### src/rtl/chsel_pkg.sv
// Shared definitions for the I2C channel-select slave.
// Assumes a fixed byte size of eight bits and exactly two downstream channels.
package chsel_pkg;
    localparam int unsigned BYTE_W = 8;
    localparam int unsigned SEL_W  = 3;
    localparam int unsigned CH_N   = 2;

    typedef enum logic [2:0] {
        ST_IDLE,
        ST_ADDR,
        ST_ADDR_ACK,
        ST_WR_DATA,
        ST_WR_ACK,
        ST_RD_DATA,
        ST_RD_ACK,
        ST_IGNORE
    } slv_state_t;
endpackage

### src/rtl/chsel_sync.sv
// Multi-stage synchroniser for asynchronous level inputs.
// Assumes STAGES >= 1; every bit resets to RST_VAL (bus idle level).
module chsel_sync #(
    parameter int unsigned W       = 1,
    parameter int unsigned STAGES  = 2,
    parameter logic [W-1:0] RST_VAL = '1
) (
    input  logic         clk,
    input  logic         rst_n,
    input  logic [W-1:0] d_i,
    output logic [W-1:0] q_o
);
    logic [STAGES-1:0][W-1:0] chain_q;

    // Shift the raw input through the flop chain.
    always_ff @(posedge clk) begin
        if (!rst_n) begin
            chain_q <= {STAGES{RST_VAL}};
        end else begin
            chain_q[0] <= d_i;
            for (int i = 1; i < STAGES; i++) begin
                chain_q[i] <= chain_q[i-1];
            end
        end
    end

    assign q_o = chain_q[STAGES-1];
endmodule

### src/rtl/chsel_busmon.sv
// Detects START, STOP and SCL edges from synchronised bus lines.
// Assumes scl_s and sda_s are already synchronised to clk.
module chsel_busmon (
    input  logic clk,
    input  logic rst_n,
    input  logic scl_s,
    input  logic sda_s,
    output logic start_o,
    output logic stop_o,
    output logic scl_rise_o,
    output logic scl_fall_o
);
    logic scl_p, sda_p;

    // Keep the previous sample of both lines for edge detection.
    always_ff @(posedge clk) begin
        if (!rst_n) begin
            scl_p <= 1'b1;
            sda_p <= 1'b1;
        end else begin
            scl_p <= scl_s;
            sda_p <= sda_s;
        end
    end

    assign start_o    = scl_p & scl_s & sda_p & ~sda_s;
    assign stop_o     = scl_p & scl_s & ~sda_p & sda_s;
    assign scl_rise_o = ~scl_p & scl_s;
    assign scl_fall_o = scl_p & ~scl_s;
endmodule

### src/rtl/chsel_engine.sv
// Bit-level slave engine: address match, write reception, read transmission
// and acknowledge handling. SDA is only ever pulled low through sda_oe_o.
// Assumes PREFIX_W + STRAP_W == 7 and that bus events come from chsel_busmon.
module chsel_engine
    import chsel_pkg::*;
#(
    parameter int unsigned       PREFIX_W = 4,
    parameter logic [PREFIX_W-1:0] PREFIX = 4'b1110,
    parameter int unsigned       STRAP_W  = 3
) (
    input  logic               clk,
    input  logic               rst_n,
    input  logic               start_i,
    input  logic               stop_i,
    input  logic               scl_rise_i,
    input  logic               scl_fall_i,
    input  logic               sda_i,
    input  logic [STRAP_W-1:0] strap_i,
    input  logic [BYTE_W-1:0]  status_i,
    output logic               sda_oe_o,
    output logic               wr_stb_o,
    output logic [BYTE_W-1:0]  wr_byte_o
);
    localparam int unsigned CNT_W = $clog2(BYTE_W + 1);
    localparam logic [CNT_W-1:0] LAST_BIT = CNT_W'(BYTE_W);

    slv_state_t        state_q;
    logic [CNT_W-1:0]  bitcnt_q;
    logic [BYTE_W-1:0] sh_q;
    logic [BYTE_W-1:0] tx_q;
    logic              rw_q;
    logic              sda_oe_q;
    logic              mack_q;
    logic              addr_hit;

    assign addr_hit = (sh_q[BYTE_W-1:1] == {PREFIX, strap_i});

    // Main bus state machine; START and STOP override every state.
    always_ff @(posedge clk) begin
        if (!rst_n) begin
            state_q  <= ST_IDLE;
            bitcnt_q <= '0;
            sh_q     <= '0;
            tx_q     <= '0;
            rw_q     <= 1'b0;
            sda_oe_q <= 1'b0;
            mack_q   <= 1'b0;
        end else if (start_i) begin
            state_q  <= ST_ADDR;
            bitcnt_q <= '0;
            sda_oe_q <= 1'b0;
        end else if (stop_i) begin
            state_q  <= ST_IDLE;
            bitcnt_q <= '0;
            sda_oe_q <= 1'b0;
        end else begin
            unique case (state_q)
                ST_ADDR: begin
                    if (scl_rise_i) begin
                        sh_q     <= {sh_q[BYTE_W-2:0], sda_i};
                        bitcnt_q <= bitcnt_q + 1'b1;
                    end else if (scl_fall_i && bitcnt_q == LAST_BIT) begin
                        bitcnt_q <= '0;
                        if (addr_hit) begin
                            state_q  <= ST_ADDR_ACK;
                            rw_q     <= sh_q[0];
                            sda_oe_q <= 1'b1;
                        end else begin
                            state_q <= ST_IGNORE;
                        end
                    end
                end
                ST_ADDR_ACK: begin
                    if (scl_fall_i) begin
                        if (rw_q) begin
                            state_q  <= ST_RD_DATA;
                            tx_q     <= status_i;
                            sda_oe_q <= ~status_i[BYTE_W-1];
                        end else begin
                            state_q  <= ST_WR_DATA;
                            sda_oe_q <= 1'b0;
                        end
                    end
                end
                ST_WR_DATA: begin
                    if (scl_rise_i) begin
                        sh_q     <= {sh_q[BYTE_W-2:0], sda_i};
                        bitcnt_q <= bitcnt_q + 1'b1;
                    end else if (scl_fall_i && bitcnt_q == LAST_BIT) begin
                        bitcnt_q <= '0;
                        state_q  <= ST_WR_ACK;
                        sda_oe_q <= 1'b1;
                    end
                end
                ST_WR_ACK: begin
                    if (scl_fall_i) begin
                        state_q  <= ST_WR_DATA;
                        sda_oe_q <= 1'b0;
                    end
                end
                ST_RD_DATA: begin
                    if (scl_rise_i) begin
                        bitcnt_q <= bitcnt_q + 1'b1;
                    end else if (scl_fall_i) begin
                        if (bitcnt_q == LAST_BIT) begin
                            bitcnt_q <= '0;
                            state_q  <= ST_RD_ACK;
                            sda_oe_q <= 1'b0;
                        end else begin
                            sda_oe_q <= ~tx_q[3'd7 - bitcnt_q[2:0]];
                        end
                    end
                end
                ST_RD_ACK: begin
                    if (scl_rise_i) begin
                        mack_q <= ~sda_i;
                    end else if (scl_fall_i) begin
                        if (mack_q) begin
                            state_q  <= ST_RD_DATA;
                            tx_q     <= status_i;
                            sda_oe_q <= ~status_i[BYTE_W-1];
                        end else begin
                            state_q <= ST_IGNORE;
                        end
                    end
                end
                default: begin
                end
            endcase
        end
    end

    assign sda_oe_o  = sda_oe_q;
    assign wr_stb_o  = (state_q == ST_WR_ACK) && scl_fall_i && !start_i && !stop_i;
    assign wr_byte_o = sh_q;


    ignore_silent_chk: assert property (@(posedge clk) disable iff (!rst_n)
        (state_q == ST_IGNORE) |-> !sda_oe_o);


    stop_idle_chk: assert property (@(posedge clk) disable iff (!rst_n)
        stop_i |=> (state_q == ST_IDLE) && !sda_oe_o);


    start_restart_chk: assert property (@(posedge clk) disable iff (!rst_n)
        start_i |=> (state_q == ST_ADDR) && (bitcnt_q == '0));


    ack_low_chk: assert property (@(posedge clk) disable iff (!rst_n)
        (state_q == ST_ADDR_ACK || state_q == ST_WR_ACK) |-> sda_oe_o);
endmodule

### src/rtl/chsel_ctrl.sv
// Control register: holds the select field, decodes channel enables and
// assembles the readable byte with live interrupt status.
// Assumes irq_n_s is synchronised and active low; wr_stb_i is a one-cycle pulse.
module chsel_ctrl
    import chsel_pkg::*;
(
    input  logic              clk,
    input  logic              rst_n,
    input  logic              wr_stb_i,
    input  logic [SEL_W-1:0]  wr_sel_i,
    input  logic [CH_N-1:0]   irq_n_s,
    output logic [CH_N-1:0]   ch_en_o,
    output logic              irq_o,
    output logic [BYTE_W-1:0] status_o
);
    logic [SEL_W-1:0] sel_q;

    // Capture the writable field when the engine commits a byte.
    always_ff @(posedge clk) begin
        if (!rst_n) begin
            sel_q <= '0;
        end else if (wr_stb_i) begin
            sel_q <= wr_sel_i;
        end
    end

    genvar g;
    generate
        for (g = 0; g < CH_N; g++) begin : g_chan
            assign ch_en_o[g] = sel_q[2] & (sel_q[0] == 1'(g));
        end
    endgenerate

    assign irq_o    = ~&irq_n_s;
    assign status_o = {2'b00, ~irq_n_s[1], ~irq_n_s[0], 1'b0, sel_q};


    chan_onehot_chk: assert property (@(posedge clk) disable iff (!rst_n)
        $onehot0(ch_en_o));


    sel_hold_chk: assert property (@(posedge clk) disable iff (!rst_n)
        !wr_stb_i |=> $stable(sel_q));
endmodule

### src/rtl/i2c_chsel_slave.sv
// Top level of the I2C channel-select slave: synchronisers, bus event
// detection, the slave engine and the control register.
// Assumes SCL/SDA are asynchronous and SDA is resolved externally as wired-AND.
module i2c_chsel_slave
    import chsel_pkg::*;
#(
    parameter int unsigned SYNC_STAGES = 2,
    parameter int unsigned PREFIX_W    = 4,
    parameter logic [PREFIX_W-1:0] PREFIX = 4'b1110,
    parameter int unsigned STRAP_W     = 3
) (
    input  logic               clk,
    input  logic               rst_n,
    input  logic               scl_i,
    input  logic               sda_i,
    output logic               sda_oe_o,
    input  logic [STRAP_W-1:0] strap_i,
    input  logic [1:0]         irq_n_i,
    output logic [1:0]         ch_en_o,
    output logic               irq_o
);
    logic              scl_s, sda_s;
    logic [CH_N-1:0]   irq_s;
    logic              start, stop, scl_rise, scl_fall;
    logic              wr_stb;
    logic [BYTE_W-1:0] wr_byte;
    logic [BYTE_W-1:0] status;

    chsel_sync #(.W(2), .STAGES(SYNC_STAGES), .RST_VAL(2'b11)) u_bus_sync (
        .clk(clk), .rst_n(rst_n), .d_i({scl_i, sda_i}), .q_o({scl_s, sda_s})
    );

    chsel_sync #(.W(CH_N), .STAGES(SYNC_STAGES), .RST_VAL({CH_N{1'b1}})) u_irq_sync (
        .clk(clk), .rst_n(rst_n), .d_i(irq_n_i), .q_o(irq_s)
    );

    chsel_busmon u_busmon (
        .clk(clk), .rst_n(rst_n), .scl_s(scl_s), .sda_s(sda_s),
        .start_o(start), .stop_o(stop), .scl_rise_o(scl_rise), .scl_fall_o(scl_fall)
    );

    chsel_engine #(.PREFIX_W(PREFIX_W), .PREFIX(PREFIX), .STRAP_W(STRAP_W)) u_engine (
        .clk(clk), .rst_n(rst_n), .start_i(start), .stop_i(stop),
        .scl_rise_i(scl_rise), .scl_fall_i(scl_fall), .sda_i(sda_s),
        .strap_i(strap_i), .status_i(status), .sda_oe_o(sda_oe_o),
        .wr_stb_o(wr_stb), .wr_byte_o(wr_byte)
    );

    chsel_ctrl u_ctrl (
        .clk(clk), .rst_n(rst_n), .wr_stb_i(wr_stb), .wr_sel_i(wr_byte[SEL_W-1:0]),
        .irq_n_s(irq_s), .ch_en_o(ch_en_o), .irq_o(irq_o), .status_o(status)
    );


    irq_flag_chk: assert property (@(posedge clk) disable iff (!rst_n)
        $fell(irq_s[0]) |-> irq_o);
endmodule

### config.mk
export PLATFORM = sky130hd
export DESIGN_NAME = i2c_chsel_slave
export DESIGN_NICKNAME = d
export VERILOG_FILES = /design/src/rtl/chsel_pkg.sv /design/src/rtl/chsel_sync.sv /design/src/rtl/chsel_busmon.sv /design/src/rtl/chsel_engine.sv /design/src/rtl/chsel_ctrl.sv /design/src/rtl/i2c_chsel_slave.sv
export SDC_FILE = /design/constraint.sdc
export NUM_CORES = 1
export LEC_CHECK = 0
export CAP_MARGIN = 25
export CORE_UTILIZATION = 58
export CTS_CLUSTER_DIAMETER = 200
export DETAILED_ROUTE_END_ITERATION = 10
export GPL_TIMING_DRIVEN = 0
export HOLD_SLACK_MARGIN = 0.06
export PLACE_DENSITY_LB_ADDON = 0.1
export SLEW_MARGIN = 20
export SYNTH_ARGS = -nofsm -noshare
export SYNTH_HDL_FRONTEND = slang
export SYNTH_HIERARCHICAL = 1
export SYNTH_SLANG_ARGS = --single-unit
export TNS_END_PERCENT = 50
### constraint.sdc
create_clock -name clk -period 2.35 [get_ports clk]
set_clock_uncertainty 0.2 [all_clocks]
set_input_delay 0.3525 -clock clk [delete_from_list [all_inputs] [get_ports clk]]
set_output_delay 0.3525 -clock clk [all_outputs]
set_load 0.02 [all_outputs]
Yosys cells after proc, flatten, opt, wreduce, memory -nomap -nowiden
Index checks and enable logic that the tools add are counted.
Cells by class
  $add $sub $neg: 2
  magnitude comparators: 1
  equality and inequality tests: 36
  mux-type cells: 46
  bitwise gates (word level): 21
  reductions and logical operators: 22
Operator list (number)
  two-way mux 8 bit: 5
  two-way mux 3 bit: 13
  != test 4 x 1 -> 1 bit, second input constant: 7
  AND reduction 12 bit: 2
  two-way mux 4 bit: 5
  != test 2 x 1 -> 1 bit, second input constant: 10
  case mux 3 bit (6 select lines): 1
  two-way mux 1 bit: 17
  != test 4 x 2 -> 1 bit, second input constant: 4
  case mux 8 bit (2 select lines): 1
  AND reduction 13 bit: 1
  NOT 1 bit: 12
  AND reduction 4 bit: 3
  bitwise AND 1 bit: 9
  == test 3 bit, second input constant: 3
  != test 2 bit, second input constant: 4
  case mux 4 bit (2 select lines): 1
  AND reduction 8 bit: 1
  nonzero test 8 bit: 1
  == test 7 bit: 1
  == test 3 x 2 -> 1 bit, second input constant: 2
  != test 3 x 2 -> 1 bit, second input constant: 2
  case mux 1 bit (6 select lines): 1
  AND reduction 6 bit: 1
  15 further kinds: 21
Storage, ports and cells
  register bits after elaboration: 39
  bits of input ports: 9
  output and inout port bits: 4
  logic and storage cells: 143

Depth between registers and ports, before layout
Gate-level depths: netlist of the first run.
  word-level depth: 8
  gate-level depth with buffers: 8
  gate-level depth less buffers: 7

Hierarchy
Netlist of the first run, hierarchy kept.
Modules (own cells, without submodules)
  chsel_engine: instances 1, cells each 159, area an instance 1436.4 sq um, sequential area each 520.5 sq um
  chsel_sync: instances 2, cells each 10, area an instance 120.1 sq um, sequential area each 80.1 sq um
  chsel_ctrl: instances 1, cells each 18, area an instance 158.9 sq um, sequential area each 60.1 sq um
  chsel_busmon: instances 1, cells each 8, area an instance 85.1 sq um, sequential area each 40.0 sq um

Worst setup path before layout of the first run
OpenSTA, ideal clock, no wires.
  path type: reg-to-reg
  from: reg u_engine.bitcnt_q[1]
  to: reg u_engine.sda_oe_q, in the netlist u_engine/sda_oe_o
  setup time: 0.071 ns
  arrival: 1.629 ns
  required time: 2.079 ns
  path slack: 0.451 ns
  cell stages (with the launch flop): 9
  path buffers: 1
  period minus slack after synthesis: 1.899 ns
  cells stage by stage: dfxtp_1 -> buf_2 -> inv_1 -> ha_1 -> nand3b_1 -> nor2_1 -> a31oi_1 -> or4_1 -> a21oi_1
Between the ends
  longest elaborated chain between the ends: 8
  elaborated cells on any way between the ends: 13
  those cells by class: add/sub: 1; eq/ne: 3; mux: 6; bitwise: 1; reduce/logical: 2
Ends and longest elaborated chain
  from (decl): RTL line chsel_engine.sv:28  | logic [CNT_W-1:0] bitcnt_q;
  from (signal assigned): RTL line chsel_engine.sv:61  | bitcnt_q <= bitcnt_q + 1'b1;
  from (signal assigned): RTL line chsel_engine.sv:88  | bitcnt_q <= bitcnt_q + 1'b1;
  from (signal assigned): RTL line chsel_engine.sv:103  | bitcnt_q <= bitcnt_q + 1'b1;
  subtractor 3 bit: RTL line chsel_engine.sv:110  | sda_oe_q <= ~tx_q[3'd7 - bitcnt_q[2:0]];
  binary-select mux 1 bit (select 3 bit): RTL line chsel_engine.sv:110
  two-way mux 1 bit (implied by the code): RTL line chsel_engine.sv:110
  NOT 1 bit: RTL line chsel_engine.sv:110
  two-way mux 1 bit: RTL line chsel_engine.sv:105  | if (bitcnt_q == LAST_BIT) begin
  two-way mux 1 bit: RTL line chsel_engine.sv:104  | end else if (scl_fall_i) begin
  two-way mux 1 bit: RTL line chsel_engine.sv:102  | if (scl_rise_i) begin
  case mux 1 bit (6 select lines): RTL line chsel_engine.sv:57  | unique case (state_q)
  to (signal assigned): RTL line chsel_engine.sv:78  | sda_oe_q <= ~status_i[BYTE_W-1];
  to (signal assigned): RTL line chsel_engine.sv:110
  to (signal assigned): RTL line chsel_engine.sv:121  | sda_oe_q <= ~status_i[BYTE_W-1];
  to (decl): RTL line chsel_engine.sv:32  | logic sda_oe_q;
Several ways; a longest one is shown, not always the timed one. The select of a mux whose other input is x is not followed.
A chain may end at the register's enable or synchronous reset.

Worst setup path after layout of the first run
Ends and elaborated chain as after synthesis.

==> impl_metrics.tcl, run 1 <==
set metrics [dict create \
    antenna_cells 0 \
    arrival_ns 2.26 \
    antenna_left 0 \
    yosysWarnings 6 \
    fin_ws_ns 0.159 \
    ys_seq_area_share_pct 40.7 \
    required_ns 2.42 \
    core_area_sq_um 3100 \
    cts_tree "done" \
    post-route-min-period_ns 2.19 \
    drv_cap 0 \
    ir_worst_vdd_uv 323 \
    cts_buffers 5 \
    critPathLaunchType "flip-flop" \
    ys_seq_elements 39 \
    status "finished clean" \
    ys_types 44 \
    cp-end-kind "flip-flop" \
    grt_max_degree 16 \
    crit_fanout 7 \
    finalSetupViolations 0 \
    wl_per_cell_um 12.9 \
    place_ws_ns -0.0894 \
    rsz0062_at_grt "false" \
    syn_inst 205 \
    drt_first_pass_iters 4 \
    slowest_stage "or4_1" \
    total_power_w 0.00105 \
    drtIter0Drc 175 \
    track_usage_pct 22.6 \
    fin_setup_tns_ns 0 \
    vias 1455 \
    port_buffers 12 \
    start_util_pct 61.9 \
    antenna_found_initial 0 \
    grt_pass1_wl_um 5910 \
    fin_util_pct 69.4 \
    syn_area_per_cell_sq_um 9.37 \
    leakagePower_nw 0.827 \
    clock_path_buffers 2 \
    grt_pass1_vias 1312 \
    cts-root-buf "clkbuf_4" \
    gr-total-overflow 0 \
    async_flop_share_pct 0 \
    viasPerCell 5.39 \
    clkTransAtPathRegs_ns 0.10 \
    max_freq_mhz 456 \
    powerDensity_nw_per_um2 489 \
    drive_gt1_share_pct 9.29 \
    worstMarginPinSlew_ns 0.626 \
    finalWirelength_um 3490 \
    hold_viol_final 0 \
    clk_latency_ns 0.33 \
    rows 20 \
    ctsHoldBuffers 0 \
    pin_count 13 \
    fin_hold_ws_ns 0.216 \
    clock_sinks 39 \
    slew_viol_final 0 \
    drc_errors 0 \
    htreeDepth 2 \
    finalWeightedCongestion 0.885 \
    critPathMaxStageDelay_ns 0.49 \
    synth_top_flop_cell "dfxtp_1" \
    dpl.hpwl_um 2630 \
    hp-class "reg2reg" \
    area_growth_syn_to_layout_pct 12.1 \
    crit_type "reg2reg" \
    die_h_um 59.5 \
    die-area_sq_um 3550 \
    dieWidth_um 59.5 \
    maxSlewHeadroom_pct 57.9 \
    netlist_area_sq_um 1920 \
    min_period_over_period_pct 93.2 \
    synth_edf_count 0 \
    nets 238 \
    worstPathCellList "buf_2, inv_1, ha_1, nand3b_1, nor2_1, a31oi_1, or4_1, a21oi_1" \
]
cell families (layout without fill, tap and decap cells):
logic type	after synthesis	in the layout	synth area share [%]
and+or+nand+nor	82	82	25.9
other	1	3	0.195
xor gates and xnor gates	4	4	1.82
AOI/OAI and AO/OA	27	27	9.25
adders and majority gates	2	2	1.30
buffers and inverters	23	42	6.12
muxes	27	27	14.7
DFF	39	39	40.7
path summary, 6_finish.rpt:
kind,start,to,slack (ns),cells after the start
hold / removal,u_irq_sync/chain_q[0],u_irq_sync/q_o[0],0.22,1
setup / recovery,u_engine/bitcnt_q[1],u_engine/sda_oe_o,0.16,8
setup reg to reg,u_engine/bitcnt_q[1],u_engine/sda_oe_o,0.16,8
hold reg to reg,u_irq_sync/chain_q[0],u_irq_sync/q_o[0],0.22,1
area by class of cell:
class | instances | area [sq um]
Timing Repair Buffer | 13 | 128
Tap cell | 44 | 55.1
Multi-Input combinational cell | 145 | 1030
Sequential cell | 39 | 781
Fill cell | 267 | 951
Inverter | 7 | 26.3
Buffer | 16 | 91.3
Clock buffer | 6 | 41.3
timing repair:
action | CTS | global route
setup buffers | 0 | 1
setup endpoints to repair | 0 | 8
gates resized for setup | 0 | 0
worst max-delay path, delay by kind of cell, from the launching register on:
kind	cells	cell delay, ns
AOI/OAI and AO/OA	2	0.28
adders and majority gates	1	0.13
buffers and inverters	2	0.24
DFF	1	0.32
and+or+nand+nor	3	0.96
state kept, by name, summed over array words and instances, names as in the netlist:
signal / cells
u_engine/mack_q: 1
u_bus_sync/q_o: 2
u_ctrl/sel_q: 3
u_engine/tx_q: 8
u_busmon/scl_p: 1
u_engine/state_q: 3
u_irq_sync/q_o: 2
u_engine/wr_byte_o: 8
u_engine/bitcnt_q: 4
u_engine/rw_q: 1
u_engine/sda_oe_o: 1
u_bus_sync/chain_q: 2
u_busmon/sda_p: 1
u_irq_sync/chain_q: 2
cell usage after synthesis, drive strengths merged, types with 2 or more instances:
cell / count / area (sq um)
ha: 2 / 25.0
buf: 12 / 76.3
o21ai: 2 / 10.0
clkbuf: 4 / 15.0
or2: 2 / 12.5
nand3b: 2 / 15.0
a31oi: 3 / 18.8
a211oi: 2 / 15.0
mux2i: 26 / 260
nand2b: 11 / 68.8
dfxtp: 39 / 781
or4: 2 / 15.0
and4b: 2 / 20.0
xor2: 4 / 35.0
nor4: 2 / 27.5
and2: 2 / 12.5
nand3: 3 / 15.0
nand4: 3 / 18.8
nor3: 3 / 15.0
inv: 7 / 26.3
o31ai: 3 / 22.5
nand2: 10 / 53.8
nor2b: 25 / 156
a21oi: 9 / 45.0
nor2: 12 / 45.0
layer usage:
| layer | global-route usage (%) | part of all wire (%) |
|---|---|---|
| met3 | 5.46 | 4.4 |
| met2 | 35.2 | 47 |
| met1 | 28.8 | 46 |
| met4 | 12.6 | 2.4 |
| met5 | 0 | 0 |
placed cells by master, fill, tap and decap left out, types with 3 or more instances in the layout:
cell and count:
clkdlybuf4s50_1 12, nor2b_1 25, inv_1 6, buf_2 4, nand2_1 9, mux2i_1 26, nor3_1 3, clkbuf_4 5
nor2_1 12, buf_4 8, nand3_1 3, xor2_1 4, nand4_1 3, a31oi_1 3, clkbuf_1 5, dfxtp_1 39
o31ai_1 3, a21oi_1 9, nand2b_1 11, conb_1 3
report_power, final:
| group | total (W) | internal, W | leakage (nW) | switching (W) |
|---|---|---|---|---|
| registers | 0.000672 | 0.000669 | 0.316 | 0.00000241 |
| logic | 0.0000851 | 0.0000431 | 0.487 | 0.0000420 |
| clock network | 0.000295 | 0.000106 | 0.0242 | 0.000188 |
per-stage QoR:
| stage | std cells | area, sq um |
|---|---|---|
| final | 270 | 2150 |
| after CTS | 269 | 2140 |
| after detailed placement | 263 | 2100 |
| after floorplan | 207 | 1930 |
| after global routing | 270 | 2150 |
| after global placement | 263 | 2100 |
No activity file was read; power rests on OpenSTA's default activity.
==> inputs of run 2 (changes only) <==
Settings changed: GPL_TIMING_DRIVEN 0 to unset.
==> run 2 against run 1 <==
Combinational power down 13%. Clock power up 13%. Critical path type unchanged. Register-to-register slack improved by 0.09 ns. Largest power group unchanged. Total power rose by 3.0%. Count of clock-buffer cells in the layout unchanged. Non-clock buffer count decreased by 8. Sequential power grew 0.6%. Hold slack better by 0.0020 ns.
==> impl_metrics.tcl, run 2 (synthesized netlist as in run 1, its figures left out) <==
set metrics [dict create \
    finalWirelength_um 3440 \
    ir_worst_vdd_uv 476 \
    holdPathStages 1 \
    dpl.hpwl_um 2550 \
    cp_top_family "simple AND/OR/NAND/NOR gates" \
    cellInternalPower_w 0.000824 \
    antenna_cells 0 \
    area_growth_syn_to_layout_pct 11.2 \
    p_comb_share_pct 6.8 \
    required_ns 2.43 \
    min_period_over_period_pct 89.6 \
    slew_viol_final 0 \
    post-route-min-period_ns 2.10 \
    cp-end-kind "flip-flop" \
    finalSetupViolations 0 \
    drtIter0Drc 73 \
    crit_buf_inv 1 \
    ctsHoldBuffers 0 \
    final_cell_mix "39 x dfxtp_1, 26 x mux2i_1, 25 x nor2b_1" \
    layout.cells.non_filler 264 \
    pin_count 13 \
    antenna_found_initial 0 \
    drc_errors 0 \
    leakagePower_nw 0.812 \
    swShare_pct 24.0 \
    wl_per_cell_um 13.0 \
    critPathLaunchType "flip-flop" \
    hp-class "reg2reg" \
    htreeDepth 2 \
    status "finished clean" \
    reg2reg_depth 7 \
    finalWeightedCongestion 0.859 \
    p_seq_share_pct 62.4 \
    die_h_um 59.5 \
    r2r_end "u_engine/sda_oe_o" \
    clock_path_buffers 2 \
    grt_pass1_vias 1245 \
    hold_path_end "u_irq_sync/q_o[0]" \
    cts_tree "done" \
    die-area_sq_um 3550 \
    min-delay-start "u_irq_sync/chain_q[0]" \
    worstPathCellList "inv_1, ha_1, nand3b_1, nor2_2, a31oi_1, or4_1, a21oi_1" \
    clock_sinks 39 \
    drv_cap 0 \
    reg2reg_slack_ns 0.25 \
    worstMarginPinSlew_ns 0.612 \
    nets 230 \
    core_area_sq_um 3100 \
    gr-total-overflow 0 \
    hold_viol_final 0 \
    drive_gt1_share_pct 9.55 \
    cts_buffers 5 \
    fin_setup_tns_ns 0 \
    reg2reg_from "u_engine/bitcnt_q[1]" \
    fin_ws_ns 0.245 \
    clkTransAtPathRegs_ns 0.12 \
    rsz0062_at_grt "false" \
    dp_cells 255 \
    clk_latency_ns 0.34 \
    start_util_pct 61.9 \
    max_freq_mhz 475 \
    rows 20 \
    layout_commonest_cell "dfxtp_1" \
    power_frac_clock_pct 30.7 \
    powerDensity_nw_per_um2 507 \
    crit_fanout 8 \
    dieWidth_um 59.5 \
    viasPerCell 5.44 \
    grt_max_degree 25 \
    crit_type "reg2reg" \
    maxSlewHeadroom_pct 59.1 \
    track_usage_pct 21.9 \
    p_sw_w 0.000260 \
    arrival_ns 2.18 \
    cts-root-buf "clkbuf_4" \
    vias 1435 \
    place_ws_ns 0.0923 \
    drt_first_pass_iters 4 \
    antenna_left 0 \
    slowest_stage "or4_1" \
    port_buffers 12 \
    critPathMaxStageDelay_ns 0.47 \
    grt_pass1_wl_um 5710 \
]
==> run 2: power groups by stage <==
stage	sequential (W)	clock (W)	combinational [W]
3_5_place_dp	0.000691	0	0.0000736
3_3_place_gp	0.000691	0	0.0000728
5_1_grt	0.000678	0.000368	0.0000808
6_report	0.000676	0.000333	0.0000741
4_1_cts	0.000676	0.000344	0.0000735
2_1_floorplan	0.000686	0	0.0000555
==> run 2: how the worst max path moves through the flow <==
| stage | from | to | cells after the start |
|---|---|---|---|
| 2_1_floorplan | u_engine/bitcnt_q[1] | u_engine/sda_oe_o | 8 |
| 3_3_place_gp | strap_i[1] | u_engine/sda_oe_o | 6 |
| 6_report | u_engine/bitcnt_q[1] | u_engine/sda_oe_o | 7 |
| 5_1_grt | u_engine/bitcnt_q[1] | u_engine/sda_oe_o | 7 |
| 3_5_place_dp | strap_i[1] | u_engine/sda_oe_o | 6 |
| 4_1_cts | u_bus_sync/q_o[1] | u_engine/wr_byte_o[0] | 4 |
==> run 2: per-layer routing <==
metal / GRT usage (%) / part of all wire, %
met5: 0 / 0
met4: 9.30 / 1.0
met3: 5.24 / 4.1
met2: 34.5 / 47
met1: 28.5 / 47
==> run 2: cell type report <==
type	instances	area, sq um
Tap cell	44	55.1
Clock inverter	2	12.5
Sequential cell	39	781
Multi-Input combinational cell	145	1030
Timing Repair Buffer	21	188
Fill cell	284	967
Clock buffer	6	41.3
Inverter	7	26.3
==> run 2: repair_timing <==
item | CTS | global route
resized for setup | 0 | 1
buffers inserted | 0 | 1
hold endpoints to repair | 0 | 0
setup endpoints to repair | 0 | 9
==> run 2: worst reg2reg max path, cell delays in order (launching register included) <==
cell and delay (ns):
dfxtp_1 0.44, inv_1 0.10, ha_1 0.14, nand3b_1 0.19, nor2_2 0.25, a31oi_1 0.13, or4_1 0.47, a21oi_1 0.13
==> run 2: through the flow <==
step                power [W]  hold WS (ns)  cell area [sq um]  util, %
detailed placement   0.000765         0.193               2070     66.8
finish                0.00108         0.218               2140     68.8
floorplan            0.000742         0.186               1930        -
global route          0.00113         0.240               2140     68.8
CTS                   0.00109         0.220               2130     68.5
global placement     0.000764         0.189               2070     66.8
==> inputs of run 3 (changes only) <==
Settings changed: GPL_TIMING_DRIVEN set to 0, TNS_END_PERCENT 50 to 20.
==> results of run 3 <==
Final layout, timing and power as in run 1 (identical DEF).
